`src/rtl/pata_pio_pkg.sv`:
```
`timescale 1ns/1ps
package pata_pio_pkg;

    // PIO mode 0 figures used for the reset timing, in nanoseconds
    localparam int unsigned MODE0_CYCLE_NS = 600;
    localparam int unsigned MODE0_SETUP_NS = 70;
    localparam int unsigned MODE0_PULSE_NS = 290;

    typedef enum logic [1:0] {
        CFG_CYCLE = 2'd0,
        CFG_SETUP = 2'd1,
        CFG_PULSE = 2'd2,
        CFG_NONE  = 2'd3
    } cfg_sel_e;

    typedef struct packed {
        logic        write;
        logic        wide;
        logic        ctrl;
        logic [2:0]  regsel;
        logic [15:0] wdata;
    } pio_req_t;

    function automatic int unsigned ns_to_clk(input int unsigned ns, input int unsigned clk_ns);
        return (ns + clk_ns - 1) / clk_ns;
    endfunction

    function automatic logic [15:0] lane_map(input logic wide, input logic [15:0] word);
        return wide ? word : {8'h00, word[7:0]};
    endfunction

endpackage

```
`src/rtl/pio_timing_regs.sv`:
```
`timescale 1ns/1ps
module pio_timing_regs
    import pata_pio_pkg::*;
#(
    parameter int TW     = 8,
    parameter int CLK_NS = 10
)(
    input  logic          clk,
    input  logic          rst,
    input  logic          cfg_we,
    input  logic [1:0]    cfg_sel,
    input  logic [TW-1:0] cfg_wdata,
    output logic [TW-1:0] cyc_o,
    output logic [TW-1:0] setup_o,
    output logic [TW-1:0] pulse_o
);
    localparam int unsigned DEF_CYC   = ns_to_clk(MODE0_CYCLE_NS, CLK_NS);
    localparam int unsigned DEF_SETUP = ns_to_clk(MODE0_SETUP_NS, CLK_NS);
    localparam int unsigned DEF_PULSE = ns_to_clk(MODE0_PULSE_NS, CLK_NS);

    always_ff @(posedge clk) begin
        if (rst) begin
            cyc_o   <= TW'(DEF_CYC);
            setup_o <= TW'(DEF_SETUP);
            pulse_o <= TW'(DEF_PULSE);
        end else if (cfg_we) begin
            case (cfg_sel_e'(cfg_sel))
                CFG_CYCLE: cyc_o   <= cfg_wdata;
                CFG_SETUP: setup_o <= cfg_wdata;
                CFG_PULSE: pulse_o <= cfg_wdata;
                default:   ;
            endcase
        end
    end

    // select 3 leaves every timing value untouched
    assert_sel_none_R11: assert property (@(posedge clk) disable iff (rst)
        (cfg_we && cfg_sel == 2'd3) |=> ($stable(cyc_o) && $stable(setup_o) && $stable(pulse_o)));
endmodule

```
`src/rtl/pio_timing_derive.sv`:
```
`timescale 1ns/1ps
module pio_timing_derive #(
    parameter int TW = 8,
    parameter int CW = TW + 2
)(
    input  logic [TW-1:0] cyc_i,
    input  logic [TW-1:0] setup_i,
    input  logic [TW-1:0] pulse_i,
    output logic [CW-1:0] strobe_on_o,   // first strobe clock
    output logic [CW-1:0] active_o,      // first clock after the pulse
    output logic [CW-1:0] length_o       // total clocks in the cycle
);
    logic [CW-1:0] pulse_eff;
    logic [CW-1:0] floor_len;

    always_comb begin
        strobe_on_o = CW'(setup_i) + CW'(1);
        pulse_eff   = (pulse_i == '0) ? CW'(1) : CW'(pulse_i);
        active_o    = strobe_on_o + pulse_eff;
        floor_len   = active_o + CW'(2);
        length_o    = (CW'(cyc_i) < floor_len) ? floor_len : CW'(cyc_i);
    end
endmodule

```
`src/rtl/pio_cycle_seq.sv`:
```
`timescale 1ns/1ps
module pio_cycle_seq
    import pata_pio_pkg::*;
#(
    parameter int CW = 10
)(
    input  logic          clk,
    input  logic          rst,
    input  logic          req_valid,
    input  pio_req_t      req_i,
    input  logic [CW-1:0] strobe_on_i,
    input  logic [CW-1:0] active_i,
    input  logic [CW-1:0] length_i,
    input  logic          ready_i,
    output pio_req_t      req_q,
    output logic          strobe_o,
    output logic          cs_on_o,
    output logic          drive_o,
    output logic          capture_o,
    output logic          done_o
);
    logic          busy_q;
    logic [CW-1:0] t_q;
    logic [CW-1:0] son_q, act_q, len_q;
    logic          last_pulse;
    logic          stall;

    always_comb begin
        strobe_o   = busy_q && (t_q >= son_q) && (t_q < act_q);
        last_pulse = strobe_o && (t_q == act_q - CW'(1));
        stall      = last_pulse && !ready_i;
        done_o     = busy_q && (t_q == len_q - CW'(1));
        cs_on_o    = busy_q && (t_q >= CW'(1)) && (t_q < len_q - CW'(1));
        drive_o    = busy_q && req_q.write && (t_q < act_q);
        capture_o  = last_pulse && ready_i && !req_q.write;
    end

    always_ff @(posedge clk) begin
        if (rst) begin
            busy_q <= 1'b0;
            t_q    <= '0;
            son_q  <= '0;
            act_q  <= '0;
            len_q  <= '0;
            req_q  <= '0;
        end else if (!busy_q) begin
            if (req_valid) begin
                busy_q <= 1'b1;
                t_q    <= '0;
                son_q  <= strobe_on_i;
                act_q  <= active_i;
                len_q  <= length_i;
                req_q  <= req_i;
            end
        end else if (done_o) begin
            busy_q <= 1'b0;
        end else if (!stall) begin
            t_q <= t_q + CW'(1);
        end
    end

    // done lasts a single clock
    assert_done_single_R1: assert property (@(posedge clk) disable iff (rst)
        done_o |=> !done_o);
    // a running cycle is never abandoned before its done clock
    assert_busy_hold_R1: assert property (@(posedge clk) disable iff (rst)
        (busy_q && !done_o) |=> busy_q);
    // timing captured at acceptance stays fixed for the cycle
    assert_timing_frozen_R11: assert property (@(posedge clk) disable iff (rst)
        (busy_q && $past(busy_q)) |-> ($stable(len_q) && $stable(act_q) && $stable(son_q)));
    // at least two recovery clocks precede the end of the cycle
    assert_recovery_floor_R3: assert property (@(posedge clk) disable iff (rst)
        done_o |-> (t_q >= act_q + CW'(1)));
endmodule

```
`src/rtl/pata_pio_engine.sv`:
```
`timescale 1ns/1ps
module pata_pio_engine
    import pata_pio_pkg::*;
#(
    parameter int TW     = 8,
    parameter int CLK_NS = 10
)(
    input  logic          clk,
    input  logic          rst,
    input  logic          cfg_we,
    input  logic [1:0]    cfg_sel,
    input  logic [TW-1:0] cfg_wdata,
    input  logic          req_valid,
    input  logic          req_write,
    input  logic          req_size16,
    input  logic [3:0]    req_addr,
    input  logic [15:0]   req_wdata,
    output logic          req_done,
    output logic [15:0]   rd_data,
    output logic          ata_cs0_n,
    output logic          ata_cs1_n,
    output logic [2:0]    ata_addr,
    output logic          ata_rd_n,
    output logic          ata_wr_n,
    output logic [15:0]   ata_dout,
    output logic          ata_doe,
    input  logic [15:0]   ata_din,
    input  logic          ata_ready
);
    localparam int CW = TW + 2;

    logic [TW-1:0] cyc_r, setup_r, pulse_r;
    logic [CW-1:0] son_d, act_d, len_d;
    pio_req_t      req_in, req_q;
    logic          strobe, cs_on, drive, capture;

    pio_timing_regs #(.TW(TW), .CLK_NS(CLK_NS)) u_regs (
        .clk(clk), .rst(rst), .cfg_we(cfg_we), .cfg_sel(cfg_sel), .cfg_wdata(cfg_wdata),
        .cyc_o(cyc_r), .setup_o(setup_r), .pulse_o(pulse_r)
    );

    pio_timing_derive #(.TW(TW), .CW(CW)) u_derive (
        .cyc_i(cyc_r), .setup_i(setup_r), .pulse_i(pulse_r),
        .strobe_on_o(son_d), .active_o(act_d), .length_o(len_d)
    );

    always_comb begin
        req_in.write  = req_write;
        req_in.wide   = req_size16 && !req_addr[3] && (req_addr[2:0] == 3'd0);
        req_in.ctrl   = req_addr[3];
        req_in.regsel = req_addr[2:0];
        req_in.wdata  = req_wdata;
    end

    pio_cycle_seq #(.CW(CW)) u_seq (
        .clk(clk), .rst(rst), .req_valid(req_valid), .req_i(req_in),
        .strobe_on_i(son_d), .active_i(act_d), .length_i(len_d), .ready_i(ata_ready),
        .req_q(req_q), .strobe_o(strobe), .cs_on_o(cs_on), .drive_o(drive),
        .capture_o(capture), .done_o(req_done)
    );

    assign ata_cs0_n = !(cs_on && !req_q.ctrl);
    assign ata_cs1_n = !(cs_on && req_q.ctrl);
    assign ata_addr  = req_q.regsel;
    assign ata_rd_n  = !(strobe && !req_q.write);
    assign ata_wr_n  = !(strobe && req_q.write);
    assign ata_doe   = drive;
    assign ata_dout  = lane_map(req_q.wide, req_q.wdata);

    always_ff @(posedge clk) begin
        if (rst)          rd_data <= '0;
        else if (capture) rd_data <= lane_map(req_q.wide, ata_din);
    end

    // never both chip selects
    assert_cs_exclusive_R4: assert property (@(posedge clk) disable iff (rst)
        $onehot0({!ata_cs0_n, !ata_cs1_n}));
    // a strobe only inside the chip-select window
    assert_strobe_in_cs_R4: assert property (@(posedge clk) disable iff (rst)
        (!ata_rd_n || !ata_wr_n) |-> (!ata_cs0_n || !ata_cs1_n));
    // read and write strobes never together
    assert_strobe_exclusive_R5: assert property (@(posedge clk) disable iff (rst)
        !(!ata_rd_n && !ata_wr_n));
    // a low ready keeps an asserted strobe asserted
    assert_ready_stretch_R6: assert property (@(posedge clk) disable iff (rst)
        ((!ata_rd_n || !ata_wr_n) && !ata_ready) |=> (!ata_rd_n || !ata_wr_n));
    // the bus is never driven while the read strobe is low
    assert_doe_not_read_R9: assert property (@(posedge clk) disable iff (rst)
        ata_doe |-> ata_rd_n);
endmodule

```
`config.mk`:
```
export PLATFORM = sky130hd
export DESIGN_NAME = pata_pio_engine
export DESIGN_NICKNAME = d
export VERILOG_FILES = /design/src/rtl/pata_pio_pkg.sv /design/src/rtl/pio_timing_regs.sv /design/src/rtl/pio_timing_derive.sv /design/src/rtl/pio_cycle_seq.sv /design/src/rtl/pata_pio_engine.sv
export SDC_FILE = /design/constraint.sdc
export NUM_CORES = 1
export LEC_CHECK = 0
export ABC_AREA = 0
export BUFFER_PORTS_ARGS = -buffer_cell sky130_fd_sc_hd__buf_2
export CORE_UTILIZATION = 55
export CTS_CLUSTER_SIZE = 24
export DETAILED_ROUTE_END_ITERATION = 8
export HOLD_SLACK_MARGIN = 0.03
export PLACE_DENSITY = 0.78
export SLEW_MARGIN = 20
export SYNTH_ARGS = -nofsm -noshare
export SYNTH_HDL_FRONTEND = slang
export SYNTH_SLANG_ARGS = --single-unit
```
`constraint.sdc`:
```
create_clock -name clk -period 7.1 [get_ports clk]
set_input_delay 0.71 -clock clk [delete_from_list [all_inputs] [get_ports clk]]
set_output_delay 0.71 -clock clk [all_outputs]
set_load 0.02 [all_outputs]
```
# Yosys cells after proc, flatten, opt, wreduce, memory -nomap -nowiden
# Cells that the tools add are included.
classes:
  addsub: 6
  magnitude_cmp: 5
  eq_ne: 6
  mux: 11
  n_bitwise: 1
  n_reduce_logical: 34
op_table:
  columns: ["cell", "count"]
  rows:
  - ["$mux 10", 5]
  - ["$mux 16", 2]
  - ["$eq 10x10->1", 2]
  - ["$lt 10x10->1", 2]
  - ["$sub 10x1->10 const B", 2]
  - ["$logic_and 1x1->1", 17]
  - ["$add 10x1->10 const B", 1]
  - ["$add 10x10->10", 1]
  - ["$add 10x2->10 const B", 1]
  - ["$ge 10x1->1 const B", 1]
  - ["$ge 10x10->1", 1]
  - ["$lt 8x10->1", 1]
  - ["$add 8x1->9 const B", 1]
  - ["$logic_not 1->1", 8]
  - ["$logic_not 8->1", 1]
  - ["$mux 8", 1]
  - ["$reduce_and 2->1", 4]
  - ["$ne 2x2->1 const B", 2]
  - ["$logic_not 3->1", 1]
  - ["$mux 1", 3]
  - ["$reduce_and 3->1", 1]
  - ["$eq 2x1->1 const B", 1]
  - ["$eq 2x2->1 const B", 1]
  - ["$logic_not 2->1", 1]
  - ["2 further kinds", 2]
word_totals:
  reg_bits: 103
  inputBits: 53
  out_inout_bits: 41
  wordCells: 77

# Logic depth before layout (Yosys ltp)
logic_depth:
  depth_word: 8
  mapped_depth: 18
  depth_no_buf: 17

# Modules after synthesis
# From an unflattened synthesis, not the netlist that was laid out.
unflattened:
  cells_unflattened: 781
  hier_area_um2: 6447.4
by_module_without_submodules:
  columns: ["module", "n_inst", "cells_per_inst", "area_per_inst_um2"]
  rows:
  - ["pio_cycle_seq", 1, 467, 3652.3]
  - ["pio_timing_derive", 1, 143, 1119.8]
  - ["pio_timing_regs", 1, 96, 982.2]
  - ["pata_pio_engine", 1, 75, 693.2]

# Least setup slack after synthesis
# OpenSTA, ideal clock, no wires.
synth_path:
  path_type: "register to register"
  from: "reg u_regs.pulse_o[4]"
  to: "reg u_seq.len_q[2]"
  arrival_ns: 3.737
  slack_ns: 3.241
  stages_incl_launch_ff: 19
  period_less_slack_ns: 3.859
  cell_sequence: "dfxtp_1 -> nor4_1 -> a21o_1 -> ha_1 -> inv_1 -> fa_1 -> nor2b_1 -> o2111ai_1 -> nand4b_1 -> xor2_1 -> nor4b_1 -> xnor2_1 -> ha_1 -> o21ai_0 -> nor2_1 -> o21ai_2 -> or2_1 -> buf_6 -> a311o_1"
synth_via:
  elab_chain_cells: 6
synth_lines:
  columns: ["item", "line", "rtl"]
  rows:
  - ["start: declaration", "pio_timing_regs.sv:15", "output logic [TW-1:0] pulse_o"]
  - ["start signal: assignment", "pio_timing_regs.sv:25", "pulse_o <= TW'(DEF_PULSE);"]
  - ["start signal: assignment", "pio_timing_regs.sv:30", "CFG_PULSE: pulse_o <= cfg_wdata;"]
  - ["$logic_not 8->1", "pio_timing_derive.sv:18", "pulse_eff = (pulse_i == '0) ? CW'(1) : CW'(pulse_i);"]
  - ["$mux 8 (*)", "pio_timing_derive.sv:18", null]
  - ["$add 10x10->10 (*)", "pio_timing_derive.sv:19", "active_o = strobe_on_o + pulse_eff;"]
  - ["$add 10x2->10 (*)", "pio_timing_derive.sv:20", "floor_len = active_o + CW'(2);"]
  - ["$lt 8x10->1", "pio_timing_derive.sv:21", "length_o = (CW'(cyc_i) < floor_len) ? floor_len : CW'(cyc_i);"]
  - ["$mux 10 (*)", "pio_timing_derive.sv:21", null]
  - ["end signal: assignment", "pio_cycle_seq.sv:52", "len_q <= length_i;"]
  - ["end: declaration", "pio_cycle_seq.sv:24", "logic [CW-1:0] son_q, act_q, len_q;"]
# Every way passes the cells marked *; elsewhere a longest branch is shown, timed or not.
# A chain may end at the register's enable or synchronous reset.

# Final worst setup path
# Ends and elaborated chain as after synthesis.

==> metrics.md <==
| Metric | Value |
|---|---|
| Inserted Diodes | 0 |
| Number of gates resized after cts | 0 |
| Most numerous cell in the Yosys netlist | dfxtp_1 |
| YS warnings | 0 |
| Setup Viol. Count Final | 0 |
| Arr. time, crit path | 4.65 ns |
| Final setup margin | around 2.7 ns |
| DP Wirelength | 10.39 mm |
| Vias/cell | 5.665 |
| Leak pwr | between 2 and 3 nW |
| Synth Flop Type | dfxtp_1 |
| Row cnt | 37 |
| Final hold viol count | 0 |
| Avg Synthesized Cell Area | around 8.5 um^2 |
| Root Buffer | clkbuf_8 |
| Max VDD drop | about 0.00015 V |
| Area contributors post-synth | dfxtp_1 35%, ha_1 11%, mux2i_1 5.3% |
| CTS tree | built |
| FMAX | between 0.2 and 0.25 GHz |
| Post-synth top cells | 102 x dfxtp_1, 77 x nand2_1, 51 x ha_1, 50 x nor2_1, 39 x o21ai_0 |
| Clk slew on worst S/H paths | 0.10 ns |
| Drt drc | 0 |
| Num CTS Buffers | 9 |
| Worst Setup Path Type | reg2reg |
| Grt ovf | 0 |
| Global-route wire length before repair | around 23 mm |
| Largest net degree at the start of global routing | 35 |
| Final WL | roughly 14 mm |
| Sequential share of the synthesized area | between 30% and 40% |
| Synth Instances | 684 |
| Final ANT Viol Nets | 0 |
| Pwr dens | 202.7 nW/um^2 |
| Critical Path Fanout Max | 9 |
| Core ar. | a little over 10,000 um^2 |
| Avg WL per Cell | between 15 and 20 um |
| Status | finished, final reports clean |
| Gr usage total | between 20% and 30% |
| Slew margin rel. | around 42% |
| Slew Limit Fails | 0 |
| Worst clock skew | just over 0.009 ns |
| Critical Path Source Type | flop |
| Worst EP required | 7.37 ns |
| Post-Syn Area | about 5800 um^2 |
| Die area | between 10,000 and 15,000 um^2 |
| Vias in the first global route | 4,896 |
| Area leader, netlist | dfxtp_1 |
| Async SR Flop Fraction | 0% |
| Hold_buf cts | 0 |
| Die Wd | 105.0 um |
| Number of port buffers | a little over 90 |
| RSZ-0062 raised after global routing | no |
| Final-stage net count | around 850 |
| CTS Sinks | 102 |
| DR vias | 5,025 |
| IO Pins | 94 |
| DRT Pass-1 Iters | 4 |
| Period utilization | about 62% |
| CTS max path bufs | 2 |
| Post-synth EDFFs | 0 |
| WHS | 0.4559 ns |
| CP Capture Type | flop |
| Yosys reg bits | approximately 100 |
| Min cycle time layout | about 4.4 ns |
| Hold Crit Class | reg2reg |
| DRT iter0 DRCs | approximately 310 |
| Synth cell types | 55 |
| Post-CTS Setup Inserts | 0 |
| Share of layout cells above drive strength 1 | between 10% and 20% |
| Max_cap viols | 0 |
| GP Congestion | between 0.8 and 0.9 |
| Dpl ws | roughly 2.7 ns |
| Post-route setup TNS | 0 ns |
| Initial Utilization | a little under three fifths |
| Die Y | between 100 and 150 um |
| Initial antenna violation count | 0 |
| Synthesis-to-layout area growth | 10.89% |
| Worst-margin pin slew | approximately 0.87 ns |
| Cells after DPL | just under 900 |
| Syn nets | slightly below 800 |
| Synth top area share | between 30% and 40% |
| Final non-filler cell total | slightly below 900 |
| Htree depth | 3 |
| Clk_lat worst skew | 0.37 ns |
-- routing by layer --
layer	up-vias	wire, um	track usage [%]
met5	-	0	0
met2	125	6435	42.48
met1	2369	6378	34.27
li1	2512	-	-
met3	19	695	5.365
met4	0	207	9.155
-- cells by family (layout without fill, tap and decap cells) --
group                      count (synthesis)  count (layout)  synth area share, %
adders and majority gates                 52              52                11.27
DFF                                      102             102                34.98
buffers and inverters                     83             150                6.194
AOI/OAI and AO/OA                        144             144                16.44
and+or+nand+nor                          234             234                19.97
muxes                                     31              31                5.315
xor gates and xnor gates                  38              38                5.829
-- power by group --
part | switching (W) | internal (W)
logic | 0.000194 | 0.000148
clock network | 0.000197 | 0.000147
registers | 0.0000273 | 0.000599
total | 0.000418 | 0.000894
-- registers in the layout (all words and copies together) (netlist names) --
| signal | flops |
|---|---|
| rd_data | 16 |
| u_regs.cyc_o | 8 |
| u_regs.pulse_o | 8 |
| u_regs.setup_o | 8 |
| u_seq.act_q | 10 |
| u_seq.busy_q | 1 |
| u_seq.len_q | 10 |
| u_seq.req_q | 22 |
| u_seq.son_q | 9 |
| u_seq.t_q | 10 |
-- placed cells by master, fill, tap and decap left out, types with 4 or more instances in the layout --
| cell | netlist | final |
|---|---|---|
| dfxtp_1 | 102 | 102 |
| buf_2 | 1 | 93 |
| nand2_1 | 77 | 77 |
| ha_1 | 51 | 51 |
| nor2_1 | 50 | 50 |
| o21ai_0 | 39 | 39 |
| inv_1 | 38 | 38 |
| a21oi_1 | 34 | 33 |
| mux2i_1 | 31 | 31 |
| a22o_1 | 23 | 23 |
| xnor2_1 | 22 | 22 |
| xor2_1 | 15 | 15 |
| nand3_1 | 14 | 14 |
| and2_1 | 12 | 12 |
| nor3_1 | 11 | 11 |
| or2_2 | 11 | 11 |
| clkbuf_8 | 0 | 11 |
| or3_1 | 10 | 10 |
| o211ai_1 | 9 | 9 |
| nand2b_1 | 8 | 8 |
| o22ai_1 | 7 | 7 |
| nor4_1 | 7 | 7 |
| a21o_1 | 6 | 6 |
| nand4_1 | 6 | 6 |
| o21a_1 | 6 | 6 |
| a211oi_1 | 5 | 5 |
| nor2b_1 | 5 | 5 |
| and3_1 | 4 | 4 |
| nand4b_1 | 4 | 4 |
-- final timing paths --
kind                     startpoint        endpoint  slack, ns  cells after the start
hold / removal          rd_data[10]     rd_data[10]       0.46                      2
setup / recovery  u_regs.pulse_o[4]  u_seq.len_q[2]       2.72                     17
hold reg to reg         rd_data[10]     rd_data[10]       0.46                      2
setup reg to reg  u_regs.pulse_o[4]  u_seq.len_q[2]       2.72                     17
-- metrics by stage --
step	power, W	cell area, um^2	utilization, %
floorplan	0.0009041	5838	-
global placement	0.0009612	6281	60.84
detailed placement	0.0009799	6281	60.84
CTS	0.001322	6462	62.60
global route	0.001388	6474	62.71
finish	0.001312	6474	62.71
-- worst max-delay path, stage by stage (launching register included) --
cell and delay [ns]:
dfxtp_1 0.33, nor4_1 0.33, a21o_1 0.16, ha_1 0.18, inv_1 0.07, fa_1 0.39
nor2b_1 0.18, o2111ai_1 0.13, nand4b_1 0.18, xor2_1 0.34, nor4b_1 0.46, xnor2_1 0.17
ha_1 0.30, o21ai_0 0.07, nor2_1 0.14, o21ai_2 0.13, or2_1 0.35, a311o_1 0.38
-- area by class of cell --
type                            instances  area [um^2]
Clock inverter                          4        30.03
Sequential cell                       102         2042
Multi-Input combinational cell        499         3438
Timing Repair Buffer                   97        499.2
Clock buffer                           11        151.4
Fill cell                             881         3850
Tap cell                              136        170.2
Inverter                               38        142.6
Note: power is estimated with default switching activity, not from simulation.
